===== config.mk =====
export PLATFORM = sky130hd
export DESIGN_NAME = pair_imm_adder
export DESIGN_NICKNAME = d
export VERILOG_FILES = /design/src/rtl/pia_pkg.sv /design/src/rtl/pia_ctrl.sv /design/src/rtl/pia_datapath.sv /design/src/rtl/pair_imm_adder.sv
export SDC_FILE = /design/constraint.sdc
export NUM_CORES = 1
export LEC_CHECK = 0
export ABC_AREA = 1
export BUFFER_PORTS_ARGS = -buffer_cell sky130_fd_sc_hd__buf_4
export CAP_MARGIN = 10
export CORE_ASPECT_RATIO = 1.75
export CORE_MARGIN = 4
export CORE_UTILIZATION = 40
export DETAILED_ROUTE_END_ITERATION = 16
export PLACE_DENSITY = 0.7
export SYNTH_ARGS = -nofsm -noshare
export SYNTH_HDL_FRONTEND = slang
export SYNTH_SLANG_ARGS = --single-unit

===== constraint.sdc =====
create_clock -name clk -period 2.7 [get_ports clk]
set_clock_uncertainty 0.15 [all_clocks]
set_input_delay 0.54 -clock clk [delete_from_list [all_inputs] [get_ports clk]]
set_output_delay 0.54 -clock clk [all_outputs]
set_load 0.005 [all_outputs]

===== src/rtl/pia_pkg.sv =====
package pia_pkg;

  typedef enum logic [1:0] {
    ST_IDLE = 2'd0,
    ST_LOW  = 2'd1,
    ST_HIGH = 2'd2
  } piaState_t;

  typedef struct packed {
    logic latchOp;
    logic wrLow;
    logic wrHigh;
  } piaStrobes_t;

  localparam int FLAG_C = 0;
  localparam int FLAG_Z = 1;
  localparam int FLAG_N = 2;
  localparam int FLAG_V = 3;
  localparam int FLAG_S = 4;

endpackage


===== src/rtl/pia_ctrl.sv =====
module pia_ctrl
  import pia_pkg::*;
#(
  parameter logic [7:0] OPC_HI = 8'h96
) (
  input  logic        clk,
  input  logic        rstN,
  input  logic        start,
  input  logic [7:0]  opcodeHi,
  output piaStrobes_t strobes,
  output logic        busy,
  output logic        done
);

  piaState_t state, stateNext;
  logic opMatch;

  assign opMatch = (opcodeHi == OPC_HI);

  always_comb begin
    stateNext = state;
    case (state)
      ST_IDLE: if (start && opMatch) stateNext = ST_LOW;
      ST_LOW:  stateNext = ST_HIGH;
      ST_HIGH: stateNext = ST_IDLE;
      default: stateNext = ST_IDLE;
    endcase
  end

  always_ff @(posedge clk) begin
    if (!rstN) state <= ST_IDLE;
    else       state <= stateNext;
  end

  always_comb begin
    strobes.latchOp = (state == ST_IDLE) && start && opMatch;
    strobes.wrLow   = (state == ST_LOW);
    strobes.wrHigh  = (state == ST_HIGH);
  end

  assign busy = (state == ST_LOW) || (state == ST_HIGH);
  assign done = (state == ST_HIGH);

  // the low phase is always followed by the high phase
  a_r4_low_then_high: assert property (@(posedge clk) disable iff (!rstN)
    (state == ST_LOW) |=> (state == ST_HIGH));

  // the high phase returns to idle even when start is held high
  a_r8_no_restart: assert property (@(posedge clk) disable iff (!rstN)
    (state == ST_HIGH) |=> !busy);

  // done is only shown while busy
  a_r4_done_in_busy: assert property (@(posedge clk) disable iff (!rstN)
    done |-> busy);

endmodule


===== src/rtl/pia_datapath.sv =====
module pia_datapath
  import pia_pkg::*;
#(
  parameter int DATA_W    = 8,
  parameter int ADDR_W    = 5,
  parameter int PAIR_BASE = 24
) (
  input  logic              clk,
  input  logic              rstN,
  input  piaStrobes_t       strobes,
  input  logic [7:0]        opcodeLo,
  input  logic [DATA_W-1:0] rfRdData,
  input  logic [7:0]        sregIn,
  output logic [ADDR_W-1:0] rfRdAddr,
  output logic              rfWrEn,
  output logic [ADDR_W-1:0] rfWrAddr,
  output logic [DATA_W-1:0] rfWrData,
  output logic              sregWrEn,
  output logic [7:0]        sregOut
);

  localparam int IMM_W = 6;
  localparam int MSB   = DATA_W - 1;

  logic [1:0]        pairSel;
  logic [IMM_W-1:0]  immVal;
  logic              carryHold;
  logic              lowZero;
  logic [ADDR_W-1:0] lowAddr;
  logic [DATA_W:0]   lowSum;
  logic [DATA_W-1:0] highSum;
  logic [DATA_W-1:0] wrByte;
  logic              oldTop, newTop;
  logic              flagZ, flagN, flagV, flagC, flagS;

  always_ff @(posedge clk) begin
    if (!rstN) begin
      pairSel   <= '0;
      immVal    <= '0;
      carryHold <= 1'b0;
      lowZero   <= 1'b0;
    end else begin
      if (strobes.latchOp) begin
        pairSel <= opcodeLo[5:4];
        immVal  <= {opcodeLo[7:6], opcodeLo[3:0]};
      end
      if (strobes.wrLow) begin
        carryHold <= lowSum[DATA_W];
        lowZero   <= (lowSum[DATA_W-1:0] == '0);
      end
    end
  end

  assign lowAddr  = ADDR_W'(PAIR_BASE) + ADDR_W'({pairSel, 1'b0});
  assign rfRdAddr = strobes.wrHigh ? (lowAddr + ADDR_W'(1)) : lowAddr;

  assign lowSum  = {1'b0, rfRdData} + (DATA_W + 1)'(immVal);
  assign highSum = rfRdData + DATA_W'(carryHold);

  assign wrByte   = strobes.wrHigh ? highSum : lowSum[DATA_W-1:0];
  assign rfWrEn   = strobes.wrLow | strobes.wrHigh;
  assign rfWrAddr = rfRdAddr;
  assign rfWrData = wrByte;

  assign oldTop = rfRdData[MSB];
  assign newTop = highSum[MSB];
  assign flagZ  = lowZero && (highSum == '0);
  assign flagN  = newTop;
  assign flagV  = !oldTop && newTop;
  assign flagC  = oldTop && !newTop;
  assign flagS  = flagN ^ flagV;

  always_comb begin
    sregOut = sregIn;
    if (strobes.wrHigh) begin
      sregOut[FLAG_C] = flagC;
      sregOut[FLAG_Z] = flagZ;
      sregOut[FLAG_N] = flagN;
      sregOut[FLAG_V] = flagV;
      sregOut[FLAG_S] = flagS;
    end
  end
  assign sregWrEn = strobes.wrHigh;

  // the high byte goes to the register right after the low byte
  a_r2_high_follows_low: assert property (@(posedge clk) disable iff (!rstN)
    strobes.wrHigh |-> (rfWrAddr == $past(rfWrAddr) + ADDR_W'(1)));

  // overflow and carry exclude each other for an unsigned add
  a_r6_v_c_exclusive: assert property (@(posedge clk) disable iff (!rstN)
    sregWrEn |-> !(sregOut[FLAG_V] && sregOut[FLAG_C]));

  // the low phase addresses an even register inside the pair window
  a_r2_low_even: assert property (@(posedge clk) disable iff (!rstN)
    strobes.wrLow |-> (rfWrAddr[0] == 1'b0 && rfWrAddr >= ADDR_W'(PAIR_BASE)));

endmodule


===== src/rtl/pair_imm_adder.sv =====
module pair_imm_adder
  import pia_pkg::*;
#(
  parameter int DATA_W    = 8,
  parameter int ADDR_W    = 5,
  parameter int PAIR_BASE = 24
) (
  input  logic              clk,
  input  logic              rstN,
  input  logic              start,
  input  logic [15:0]       opcode,
  input  logic [DATA_W-1:0] rfRdData,
  input  logic [7:0]        sregIn,
  output logic [ADDR_W-1:0] rfRdAddr,
  output logic              rfWrEn,
  output logic [ADDR_W-1:0] rfWrAddr,
  output logic [DATA_W-1:0] rfWrData,
  output logic              sregWrEn,
  output logic [7:0]        sregOut,
  output logic              busy,
  output logic              done
);

  piaStrobes_t strobes;

  pia_ctrl #(.OPC_HI(8'h96)) uCtrl (
    .clk      (clk),
    .rstN     (rstN),
    .start    (start),
    .opcodeHi (opcode[15:8]),
    .strobes  (strobes),
    .busy     (busy),
    .done     (done)
  );

  pia_datapath #(
    .DATA_W    (DATA_W),
    .ADDR_W    (ADDR_W),
    .PAIR_BASE (PAIR_BASE)
  ) uDp (
    .clk      (clk),
    .rstN     (rstN),
    .strobes  (strobes),
    .opcodeLo (opcode[7:0]),
    .rfRdData (rfRdData),
    .sregIn   (sregIn),
    .rfRdAddr (rfRdAddr),
    .rfWrEn   (rfWrEn),
    .rfWrAddr (rfWrAddr),
    .rfWrData (rfWrData),
    .sregWrEn (sregWrEn),
    .sregOut  (sregOut)
  );

  // register writes only happen while busy
  a_r10_write_in_busy: assert property (@(posedge clk) disable iff (!rstN)
    rfWrEn |-> busy);

  // status writes coincide with done
  a_r10_sreg_with_done: assert property (@(posedge clk) disable iff (!rstN)
    sregWrEn |-> done);

  // a rising busy lasts into the next cycle
  a_r4_busy_two: assert property (@(posedge clk) disable iff (!rstN)
    $rose(busy) |=> busy);

endmodule


==> results of run 1 <==
[critical path: stages]
cell and delay (ns):
buf_8 0.08, ha_4 0.13, nand3_4 0.08, nor3b_4 0.21, nand3_2 0.12, buf_4 0.15, buf_4 0.12, buf_4 0.12
buf_4 0.12, ha_1 0.16, nand2_1 0.06, nand2_1 0.05, buf_4 0.12
[area by class of cell]
cell class,instances,area share (%)
timing repair buffer,72,27.2
multi-input combinational,166,49.8
tap,45,2.78
sequential,12,11.9
clock buffer,3,2.04
inverter,34,6.29
[synth_stat cells]
cell | count | area share (%)
ha_1 | 16 | 14
nand3b_1 | 2 | 1.1
xor2_1 | 4 | 2.5
xnor2_1 | 2 | 1.2
nor2_1 | 30 | 8.0
nand2_1 | 67 | 18
fa_1 | 1 | 1.4
inv_2 | 1 | 0.27
clkbuf_1 | 1 | 0.27
conb_1 | 1 | 0.27
a21oi_1 | 6 | 2.1
or2_2 | 1 | 0.44
o211ai_1 | 1 | 0.53
buf_2 | 1 | 0.35
o21ai_0 | 7 | 2.5
buf_4 | 13 | 6.9
nor3b_1 | 1 | 0.53
dfxtp_1 | 12 | 17
nand4_4 | 1 | 1.5
nor4b_4 | 1 | 1.7
nor4_4 | 1 | 1.5
inv_1 | 33 | 8.8
buf_6 | 1 | 0.80
nand4_1 | 1 | 0.44
nand3_1 | 20 | 7.1
clkbuf_8 | 1 | 0.97
[routing by layer]
layer | up-vias | share of wire [%] | track usage [%] | routed length (um)
li1 | 806 | - | - | -
met3 | 16 | 6.7 | 1.89 | 242
met5 | - | 0 | 0 | 0
met1 | 644 | 34 | 15.2 | 1240
met2 | 64 | 55 | 30.5 | 1990
met4 | 0 | 4.5 | 9.53 | 165
[flip-flops by register name, summed over array words and instances (netlist names)]
name           count
uDp.lowZero        1
uDp.pairSel        2
uDp.carryHold      1
uCtrl.state        2
uDp.immVal         6
[power by group]
group          internal [mW]  switching [mW]
sequential             0.196          0.0145
combinational          0.259           0.242
clock                 0.0976          0.0576
total                  0.553           0.314
[cell families after synthesis]
family	Yosys count	share of synthesized area (%)
fa+ha+maj	17	15.6
buf+inv	51	18.3
simple gates	125	40.0
flops	12	17.0
other cells	1	0.265
compound gates	14	5.13
xor+xnor	6	3.72
[how the worst max path moves through the flow]
stage | start | endpoint
floorplan | rfRdData[0] | rfWrData[7]
global placement | rfRdData[0] | sregOut[1]
detailed placement | rfRdData[0] | sregOut[1]
CTS | rfRdData[0] | sregOut[1]
global route | rfRdData[0] | sregOut[1]
finish | rfRdData[0] | sregOut[4]
[repair_timing]
action                     in CTS  in global routing
setup endpoints to repair       3                  7
gates resized for setup         4                 14
setup buffers                   7                  2
pin swaps                       2                  9
==> summary.txt, run 1 <==
Critical path
  • Crit path required time: 2.01 ns
  • Nature of the critical path endpoint: primary output
  • CP max FO: 2
  • FF-to-FF path depth: 11
  • R2R setup slack: just under 0.8 ns
  • Critical Path AT: roughly 2.1 ns
  • Kind of critical path: primary input to primary output
  • Reg-to-Reg End: uDp.lowZero
  • CP Launch Type: primary input
  • R2r startpoint: uDp.immVal[0]

Clock tree
  • CTS H-tree lvls: 1
  • CTS tree: done
  • Hold Buf Count CTS: 0
  • CTS buffer count: 3
  • Clock root buffer master: clkbuf_8
  • Clock Pin Slew Worst Setup and Hold Paths: around 0.05 ns
  • Worst-Skew Late Latency: 0.23 ns
  • Total clock sinks: 12
  • CTS Buffer Depth: 2

Place
  • DP Cell Count: 320
  • DP Area: around 0.0018 mm^2
  • Port Buffers: between 50 and 60
  • Pre-CTS setup slack: -0.0907 ns
  • Routability cong.: between 0.8 and 0.9
  • Post-detail-place hpwl: around 2.9 mm

Global routing
  • Initial antenna violation count: 0
  • Global-route wire length before repair: about 5.7 mm
  • Total global-route track usage: between 15 and 20%
  • Largest net degree at the start of global routing: 17
  • Number of global-route vias before repair: about 1.5k
  • GRT Residual Overflow: 0

Status
  • Outcome: finished with violations
  • Failing checks: negative setup slack

Die
  • Die H: about 87 um
  • CORE AREA: between 0.003 and 0.004 mm^2
  • Die width: 52.9 um
  • Top Ports: 65
  • Std-Cell Rows: 28
  • Initial Util: a little over two fifths
  • DIE AREA: approximately 0.0046 mm^2

STA
  • Hold slack: ~0.32 ns
  • RSZ-0062 raised after global routing: true
  • Minimum clock period: ~2.8 ns
  • Final setup viols: 1
  • Setup TNS: -0.0560 ns
  • Final slew viol count: 0
  • Final worst slack: -0.0560 ns
  • Fmax: 363 MHz
  • Period utilisation layout: 102%
  • Fin. Hold Viols: 0

Layout
  • Final Util: around three fifths
  • Ant diodes: 0
  • Share of cells above drive strength 1: about a third
  • Area occupied by multi-input gates: between 0.001 and 0.0015 mm^2
  • Register area: between 200 and 250 um^2
  • Total Nets Final: roughly 340
  • Final instance area: just over 0.002 mm^2
  • Commonest non-fill, non-tap cell in the layout: buf_4
  • Commonest cells after routing, fill and taps aside: buf_4, nand2_1, inv_1, nor2_1, nand3_1
  • Fin cells: between 300 and 400
  • Area growth syn-to-layout: 43.5%
  • Filler instances: 329

Pwr
  • Static leakage: about 1.1 nW
  • Power, Total: about 0.87 mW
  • Pwr per Cell Area: roughly 430 mW/mm^2
  • Maximum vdd drop: 0.409 mV

Route
  • DRC: 0
  • Via count: approximately 1.5k
  • WL per Instance: around 11 um
  • Post-route ant nets: 0
  • Via density: approximately 4.6
  • Total wire length: around 3.6 mm
  • DR iter-0 viols: 45
  • First-pass iteration count of the detailed router: 4

Logic synthesis
  • Seq/Total Area, Yosys: between 10% and 20%
  • Yosys warning total: 0
  • Register bit count reported by yosys: 12
  • Post-Synthesis Cells: between 200 and 250
  • Synth Cell Area: between 0.001 and 0.0015 mm^2
  • Netlist cell types: 26
  • Syn avg cell area: 6.26 um^2

Hold path
  • Hold Startpoint: uDp.lowZero
  • Hold path cells: 2
  • WHS Endpoint: uDp.lowZero
  • Type of the tightest min-delay check: register to register

Job
  • Max-cap violations: 0
(Power assumes the default switching activity.)
==> run 2: changes to the inputs <==
Settings changed: CORE_MARGIN 4 to 2.
Clock period 2.7 ns to 3.5 ns, I/O delays scaled along.
==> run 2 against run 1 <==
  * The run now ends clean
  * Setup slack improved by 0.34 ns
  * Core utilization fell by 6.4 points
  * Die area fell by 12%
  * Sequential power fell by 25%
  * Combinational power fell by 30%
==> summary.txt, run 2 (synthesis results as in run 1) <==
Clock tree
  • CTS H-tree lvls: 1 (unchanged)
  • Total clock sinks: 12 (unchanged)
  • Post-CTS setup buffers: 0 (was 7)
  • CTS Buffer Depth: 2 (unchanged)
  • Worst-Skew Late Latency: 0.24 ns (was 0.23 ns)
  • Clock Pin Slew Worst Setup and Hold Paths: 0.05 ns (about the same)
  • Clock root buffer master: clkbuf_8 (unchanged)
  • CTS tree: done (unchanged)
  • Hold Buf Count CTS: 0 (unchanged)
  • CTS buffer count: 3 (unchanged)
  • Post_cts resized: 0 (was 4)

Critical path
  • Kind of critical path: primary input to primary output (unchanged)
  • Crit path buf inv count: 3 (was 6)
  • Cell Chain, Critical Path: buf_4 > ha_1 > nand3_1 > nor3b_1 > nand3_1 > inv_1 > ha_1 > nand2_1 > nor2_1 > nand3_1 > nor2_1 > nand4_1 > nand2_1 > buf_4 (was buf_8 > ha_4 > nand3_4 > nor3b_4 > nand3_2 > buf_4 > buf_4 > buf_4 > buf_4 > ha_1 > nand2_1 > nand2_1 > buf_4)
  • CP Launch Type: primary input (unchanged)
  • CP max stage delay: 0.30 ns (was 0.21 ns)
  • CP max FO: 2 (unchanged)
  • Delay-heaviest family, CP: simple AND/OR/NAND/NOR gates (was buffers and inverters)
  • Top cell by count, worst path: nand3_1 (was buf_4)
  • Crit path required time: 2.65 ns (was 2.01 ns)
  • Nature of the critical path endpoint: primary output (unchanged)
  • Slowest stage cell, crit path: nor3b_1 (was nor3b_4)
  • Critical Path AT: 2.36 ns (was 2.07 ns)

Die
  • DIE AREA: 0.00404 mm^2 (was 0.00459 mm^2)
  • CORE AREA: 0.00340 mm^2 (unchanged)
  • Initial Util: 41.6% (unchanged)
  • Die H: 82.7 um (was 86.7 um)
  • Std-Cell Rows: 28 (unchanged)
  • Top Ports: 65 (unchanged)
  • Die width: 48.9 um (was 52.9 um)

Status
  • Outcome: complete, no violations (was finished with violations)

Place
  • Pre-CTS setup slack: 0.293 ns (was -0.0907 ns)
  • Routability cong.: 0.861 (was 0.880)
  • Port Buffers: 54 (unchanged)
  • Post-detail-place hpwl: 2.60 mm (was 2.86 mm)

STA
  • RSZ-0062 raised after global routing: false (was true)
  • Setup TNS: 0 ns (was -0.0560 ns)
  • Period utilisation layout: about nine tenths
  • Fin. Hold Viols: 0 (unchanged)
  • Final slew viol count: 0 (unchanged)
  • Minimum clock period: ~3.2 ns
  • Final setup viols: 0 (was 1)
  • Final worst slack: 0.289 ns (was -0.0560 ns)
  • Fmax: 311 MHz

Route
  • DRC: 0 (unchanged)
  • Via density: 4.63 (was 4.61)
  • WL per Instance: 9.93 um (was 10.9 um)
  • DR iter-0 viols: 18 (was 45)
  • First-pass iteration count of the detailed router: 4 (unchanged)
  • Via count: 1457 (was 1530)
  • Total wire length: 3.13 mm (was 3.63 mm)
  • Post-route ant nets: 0 (unchanged)

Job
  • Max-cap violations: 0 (unchanged)

Layout
  • Share of cells above drive strength 1: 23.3% (was 31.7%)
  • Ant diodes: 0 (unchanged)
  • Area occupied by multi-input gates: 926 um^2 (was 0.00101 mm^2)
  • Commonest cells after routing, fill and taps aside: nand2_1, buf_4, inv_1, nor2_1, nand3_1 (was buf_4, nand2_1, inv_1, nor2_1, nand3_1)
  • Area growth syn-to-layout: 28.1% (was 43.5%)
  • Top flop regs: uDp.immVal (6), uCtrl.state (2), uDp.pairSel (2) (unchanged)
  • Register area: 240 um^2 (was 241 um^2)
  • Filler instances: 383 (was 329)
  • Commonest non-fill, non-tap cell in the layout: nand2_1 (was buf_4)
  • Largest reg by FF count: uDp.immVal (unchanged)
  • Total Nets Final: 323 (was 341)
  • Max FFs per register: 6 (unchanged)

Global routing
  • Total global-route track usage: 16.9% (was 16.0%)
  • Initial antenna violation count: 0 (unchanged)
  • Largest net degree at the start of global routing: 18 (was 17)
  • Global-route wire length before repair: 5.45 mm (was 5.67 mm)
  • Number of global-route vias before repair: 1385 (was 1453)
  • GRT Residual Overflow: 0 (unchanged)

Hold path
  • Type of the tightest min-delay check: register to register (unchanged)

Pwr
  • Pwr per Cell Area: 365 mW/mm^2 (was 427 mW/mm^2)
  • Maximum vdd drop: 0.380 mV (was 0.409 mV)
  • Static leakage: 1.05 nW (was 1.14 nW)
  • Power, Total: 0.661 mW (was 0.867 mW)
==> run 2: cell types whose count changed in the layout (fill, tap and decap cells not counted), moves of 2 or more <==
cell / before / now
ha_4: 3 / 0
ha_1: 13 / 16
buf_4: 70 / 54
nand3_1: 18 / 20
==> run 2: path summary, 6_finish.rpt <==
path	start	endpoint	slack, ns	cells past startpoint
setup / recovery	rfRdData[0]	sregOut[1]	0.29	14
hold / removal	uDp.lowZero	uDp.lowZero	0.31	2
setup reg to reg	uDp.immVal[0]	uDp.lowZero	1.54	11
hold reg to reg	uDp.lowZero	uDp.lowZero	0.31	2
==> run 2: worst min-delay path, cell delays in order, from the launching register on <==
cell and delay, ns:
dfxtp_1 0.30, nand2_1 0.06, a21oi_1 0.05
==> run 2: per-stage QoR <==
step / cells / util [%] / area (um^2) / hold WS [ns]
floorplan: 229 / - / 1430 / 0.289
global placement: 311 / 51.7 / 1760 / 0.303
detailed placement: 311 / 51.7 / 1760 / 0.302
CTS: 315 / 53.3 / 1810 / 0.310
global route: 315 / 53.3 / 1810 / 0.370
finish: 315 / 53.3 / 1810 / 0.310
==> run 2: cell type report <==
cell class	count	share of cell area (%)
clock buffers	4	3.04
inverters	34	7.05
multi-input cells	166	51.1
flip-flops and latches	12	13.3
well taps	45	3.11
repair buffers	54	22.4
==> run 2: power by group <==
part           total, mW  switching [mW]  internal (mW)
Sequential         0.158         0.00761          0.150
Combinational      0.353           0.175          0.179
Clock              0.150          0.0504         0.0993
==> run 2: metal layers <==
layer  track usage, %  vias up  wire [um]
li1                 -      771          -
met4             9.14        0         87
met3             1.98       10        157
met5                0        -          0
met2             33.8       46       1670
met1             16.8      630       1210
